**src/rtl/hra_pkg.sv**
```systemverilog
package hra_pkg;
    typedef enum logic [1:0] {
        RES_12  = 2'b00,
        RES_OFF = 2'b01,
        RES_13  = 2'b10,
        RES_14  = 2'b11
    } res_mode_e;

    // number of zero-filled LSBs for a mode
    function automatic int unsigned pad_bits(input res_mode_e m);
        case (m)
            RES_14:  return 0;
            RES_13:  return 1;
            default: return 2;
        endcase
    endfunction
endpackage

```
**src/rtl/hra_fine_capture.sv**
```systemverilog
module hra_fine_capture #(
    parameter int RAMP_W = 4
) (
    input  logic              clk,
    input  logic              rst_n,
    input  logic              fine_en,
    input  logic              cmp_out,
    input  logic [RAMP_W-1:0] ramp_code,
    output logic              phase_start,
    output logic              phase_prev,
    output logic              got,
    output logic [RAMP_W-1:0] fine_code
);
    typedef struct packed {
        logic              cmp;
        logic              phase;
        logic              got;
        logic [RAMP_W-1:0] code;
    } cap_t;

    cap_t st_d, st_q;

    assign phase_start = fine_en && !st_q.phase;

    always_comb begin
        st_d       = st_q;
        st_d.cmp   = cmp_out;
        st_d.phase = fine_en;
        if (phase_start) begin
            st_d.got  = 1'b0;
            st_d.code = '1;
        end
        if (fine_en && (cmp_out != st_q.cmp) && !st_d.got) begin
            st_d.got  = 1'b1;
            st_d.code = ramp_code;
        end
    end

    always_ff @(posedge clk or negedge rst_n) begin
        if (!rst_n) st_q <= '{cmp: 1'b0, phase: 1'b0, got: 1'b0, code: '1};
        else        st_q <= st_d;
    end

    assign phase_prev = st_q.phase;
    assign got        = st_q.got;
    assign fine_code  = st_q.code;
endmodule

```
**src/rtl/hra_coarse_hold.sv**
```systemverilog
module hra_coarse_hold #(
    parameter int SAR_W = 10
) (
    input  logic             clk,
    input  logic             rst_n,
    input  logic             load,
    input  logic [SAR_W-1:0] sar_code,
    output logic [SAR_W-1:0] coarse
);
    logic [SAR_W-1:0] coarse_d, coarse_q;

    always_comb coarse_d = load ? sar_code : coarse_q;

    always_ff @(posedge clk or negedge rst_n) begin
        if (!rst_n) coarse_q <= '0;
        else        coarse_q <= coarse_d;
    end

    assign coarse = coarse_q;
endmodule

```
**src/rtl/hra_low_packer.sv**
```systemverilog
module hra_low_packer
    import hra_pkg::*;
#(
    parameter int RAMP_W = 4,
    parameter int SPARE  = 2
) (
    input  res_mode_e               mode,
    input  logic [SPARE-1:0]        coarse_low,
    input  logic [RAMP_W-1:0]       fine_code,
    output logic [RAMP_W+SPARE-1:0] low
);
    localparam int LOW_W = RAMP_W + SPARE;

    logic [LOW_W-1:0] keep_mask;
    logic [LOW_W-1:0] coarse_part;
    logic [LOW_W-1:0] fine_part;
    int unsigned      pad;

    always_comb begin
        pad         = pad_bits(mode);
        keep_mask   = ~((LOW_W'(1) << (RAMP_W + pad)) - LOW_W'(1));
        coarse_part = (LOW_W'(coarse_low) << RAMP_W) & keep_mask;
        fine_part   = LOW_W'(fine_code) << pad;
        low         = coarse_part | fine_part;
    end
endmodule

```
**src/rtl/hybrid_result_assembler.sv**
```systemverilog
module hybrid_result_assembler
    import hra_pkg::*;
#(
    parameter int SAR_W  = 10,
    parameter int RAMP_W = 4
) (
    input  logic                    clk,
    input  logic                    rst_n,
    input  logic                    cmp_out,
    input  logic                    fine_en,
    input  logic [RAMP_W-1:0]       ramp_code,
    input  logic [SAR_W-1:0]        sar_code,
    input  logic [1:0]              mode,
    input  logic                    out_strobe,
    output logic [SAR_W+RAMP_W-1:0] result
);
    localparam int OUT_W = SAR_W + RAMP_W;
    localparam int SPARE = 2;
    localparam int LOW_W = RAMP_W + SPARE;

    logic              phase_start, phase_prev, got;
    logic [RAMP_W-1:0] fine_code;
    logic [SAR_W-1:0]  coarse;
    logic [LOW_W-1:0]  low;
    res_mode_e         mode_e;

    assign mode_e = res_mode_e'(mode);

    hra_fine_capture #(.RAMP_W(RAMP_W)) u_cap (
        .clk(clk), .rst_n(rst_n), .fine_en(fine_en), .cmp_out(cmp_out),
        .ramp_code(ramp_code), .phase_start(phase_start), .phase_prev(phase_prev),
        .got(got), .fine_code(fine_code)
    );

    hra_coarse_hold #(.SAR_W(SAR_W)) u_hold (
        .clk(clk), .rst_n(rst_n), .load(phase_start), .sar_code(sar_code),
        .coarse(coarse)
    );

    hra_low_packer #(.RAMP_W(RAMP_W), .SPARE(SPARE)) u_pack (
        .mode(mode_e), .coarse_low(coarse[SPARE-1:0]), .fine_code(fine_code),
        .low(low)
    );

    typedef struct packed {
        logic [OUT_W-1:0] word;
    } out_t;

    out_t out_d, out_q;

    always_comb begin
        out_d = out_q;
        if (out_strobe) begin
            if (mode_e == RES_OFF) out_d.word = '0;
            else                   out_d.word = {coarse[SAR_W-1:SPARE], low};
        end
    end

    always_ff @(posedge clk or negedge rst_n) begin
        if (!rst_n) out_q <= '0;
        else        out_q <= out_d;
    end

    assign result = out_q.word;
endmodule

```
**config.mk**
```make
export PLATFORM = sky130hd
export DESIGN_NAME = hybrid_result_assembler
export DESIGN_NICKNAME = d
export VERILOG_FILES = /design/src/rtl/hra_pkg.sv /design/src/rtl/hra_fine_capture.sv /design/src/rtl/hra_coarse_hold.sv /design/src/rtl/hra_low_packer.sv /design/src/rtl/hybrid_result_assembler.sv
export SDC_FILE = /design/constraint.sdc
export NUM_CORES = 1
export LEC_CHECK = 0
export BUFFER_PORTS_ARGS = -buffer_cell sky130_fd_sc_hd__buf_2
export CAP_MARGIN = 20
export CORE_MARGIN = 8
export CORE_UTILIZATION = 45
export DETAILED_ROUTE_END_ITERATION = 6
export GPL_TIMING_DRIVEN = 0
export PLACE_DENSITY = 0.81
export SYNTH_ARGS = -nofsm -noshare
export SYNTH_HDL_FRONTEND = slang
export SYNTH_SLANG_ARGS = --single-unit
```
**constraint.sdc**
```tcl
create_clock -name clk -period 1.3 [get_ports clk]
set_clock_uncertainty 0.2 [all_clocks]
set_input_delay 0.13 -clock clk [delete_from_list [all_inputs] [get_ports clk]]
set_output_delay 0.13 -clock clk [all_outputs]
set_load 0.1 [all_outputs]
```
==> impl_metrics.yaml <==
clocking:
  htreeDepth: 2
  cts.sinks: 31
  cts_buffers: 5
  clkLatencyLatePin_ns: 0.33
  tritoncts: "yes"
  clock_path_buffers: 2
  cts_root_buffer: "clkbuf_4"
  clk_pin_slew_ns: 0.09
grt:
  grt_pass1_vias: 1119
  grt_antenna_before_repair: 0
  grt_pass1_wl_um: 5080
  grt_util_all_layers_pct: 12.6
  grt_max_degree: 32
  gr-total-overflow: 0
sta:
  finalCritPeriodShare_pct: 107
  max_freq_ghz: 0.719
  setup_viol: 13
  worstMarginPinSlew_ns: 0.655
  fin_hold_ws_ns: 0.0347
  rsz0062_at_grt: "yes"
  relSlewSlack_pct: 56.3
  final.setup.tns_ns: -0.760
  hold_viol: 0
  period_needed_ns: 1.39
  final_max_slew_viol_count: 0
  fin_ws_ns: -0.0917
placed_design:
  dpl.hpwl_um: 1990
  port_buffers: 32
  place_area_um2: 1580
  post-place-cells: 181
  place_congestion: 0.717
synth:
  yosys_most_used_dff: "dfrtp_1"
  yosysTopAreaCellShare_pct: 49.5
  avgSynthCellArea_um2: 11.8
  ys_ff_latch: 31
  synth_top_cell_by_area: "dfrtp_1"
  ys_top_cells_by_count: "dfrtp_1, inv_1, nand2_1"
  synthDistinctLibCells: 22
  synthTopCellsByArea: "dfrtp_1, dfstp_2, mux2i_1"
  ys_async_sr_fraction_pct: 100
  synth_cells: 116
  synth_edf_count: 0
  synth_most_common_cell: "dfrtp_1"
  syn_nets: 137
  ys_seq_area_share_pct: 57.2
  synth_area_um2: 1360
  yosysWarningCount: 0
route:
  antenna_left: 0
  drc_errors: 0
  vias: 1047
  dr.pass1.iters: 4
  routed_wl_um: 3080
  drtIter0Drc: 35
  vias_per_cell: 4.92
  wl_per_cell_um: 14.5
layout:
  final_layout_size_suffix_gt1_share_pct: 49.4
  synthToLayoutAreaGrowth_pct: 52.1
  stdcell_area_um2: 2070
  nFillCells: 213
  fin_util_pct: 69.7
  n_antenna_cell: 0
  final_cells: 213
  num-nets-final: 200
outcome:
  failed_checks: "setup timing"
  status: "finished with violations"
power:
  power_switching_mw: 1.11
  combPwrFrac_pct: 38.1
  clockPowerShare_pct: 18.4
  power_leakage_nw: 0.987
  p_int_mw: 1.74
  ir_worst_vdd_mv: 0.823
  power.density_nw_per_um2: 1380
  seq_power_share_pct: 43.5
  switching_share_pct: 38.9
run:
  drv_cap: 0
floorplan:
  die_h_um: 71.1
  coreArea_um2: 2980
  start_util_pct: 45.8
  dieArea_um2: 5050
  ioPinCount: 35
  die_w_um: 71.1
  rows: 20
critical_path:
  cp-start-kind: "register"
  crit_required_ns: 1.31
  end_kind: "register"
  critical_path_peak_fanout: 6
  cp.arrival_ns: 1.40
  path_class: "register to register"
worst_hold_path:
  hp-class: "input pin to register"
-- power by group through the flow --
stage / sequential [mW] / clock, mW / combinational (mW)
2_1_floorplan: 1.68 / 0 / 0.235
3_3_place_gp: 1.22 / 0 / 0.851
3_5_place_dp: 1.23 / 0 / 0.865
4_1_cts: 1.23 / 0.538 / 1.00
5_1_grt: 1.26 / 0.580 / 1.14
6_report: 1.24 / 0.525 / 1.09
-- cells in the final DEF (no fill, tap or decap) --
cell / n
mux2_2: 2
buf_6: 11
nand4_1: 1
dfrtp_2: 14
nand3_1: 2
a22oi_1: 1
buf_4: 1
xor2_2: 1
dfstp_2: 4
nand3_2: 1
o22ai_1: 9
o21ai_2: 1
nor2_1: 2
o211ai_1: 2
dlygate4sd3_1: 21
nand2_1: 12
mux2i_1: 8
dfrtp_1: 13
o21a_1: 2
mux2_4: 9
a21oi_1: 1
mux2i_2: 1
clkbuf_4: 7
buf_12: 8
nor2b_4: 1
clkinv_2: 3
buf_2: 21
nor2_2: 4
inv_1: 15
o21ai_0: 1
nor2b_1: 1
-- registers in the layout, summed over array words and instances (netlist names) --
name and count:
u_hold.coarse 10, u_cap.phase_prev 1, result 14, u_cap.st_q 1
u_cap.fine_code 4, u_cap.got 1
-- kinds of logic after synthesis --
kind of cell	Yosys count	share of synthesized area, %
DFF	31	57.2
xor gates and xnor gates	1	0.642
AOI/OAI and AO/OA	17	7.98
and+or+nand+nor	24	7.98
buffers and inverters	23	9.08
muxes	20	17.1
-- worst max-delay path, stage by stage, from the launching register on --
cell and delay [ns]:
dfrtp_1 0.42, nor2b_4 0.12, buf_6 0.12, buf_12 0.13
mux2_4 0.30
-- through the flow --
stage	power, mW	setup slack, ns
floorplan	1.91	-0.0426
global placement	2.07	-0.0818
detailed placement	2.09	-0.106
CTS	2.77	-0.113
global route	2.98	-0.138
finish	2.85	-0.0917
-- final cells by class --
cell class	count	area (um^2)	share of cell area (%)
Multi-Input combinational cell	62	504	24.3
Buffer	8	72.6	3.50
Sequential cell	31	798	38.5
Timing Repair Buffer	56	549	26.5
Clock inverter	3	15.0	0.724
Inverter	15	56.3	2.71
Clock buffer	5	37.5	1.81
Tap cell	33	41.3	1.99
-- timing repair --
item | 4_1_cts | 5_1_grt
hold endpoints to repair | 50 | 4
gates resized for setup | 29 | 24
pin swaps | 0 | 1
hold buffers | 20 | 1
endpoints found under the setup margin | 22 | 27
buffers inserted | 1 | 2
-- final timing paths --
path	startpoint	to	slack, ns	depth (start not counted)
min in group asynchronous	rst_n	u_hold.coarse[2]	0.16	2
setup / recovery	u_cap.phase_prev	u_hold.coarse[8]	-0.09	4
setup reg to reg	u_cap.phase_prev	u_hold.coarse[8]	-0.09	4
hold reg to reg	result[4]	result[4]	0.31	1
max in group asynchronous	rst_n	result[1]	0.27	2
hold / removal	mode[1]	result[0]	0.03	4
-- metal layers --
metal | vias to the layer above | share of wire (%) | global-route usage (%)
met3 | 3 | 6.0 | 5.23
li1 | 505 | - | -
met4 | 0 | 0.78 | 4.85
met2 | 34 | 52 | 21.3
met1 | 505 | 41 | 13.7
met5 | - | 0 | 0
(Power assumes the default switching activity.)
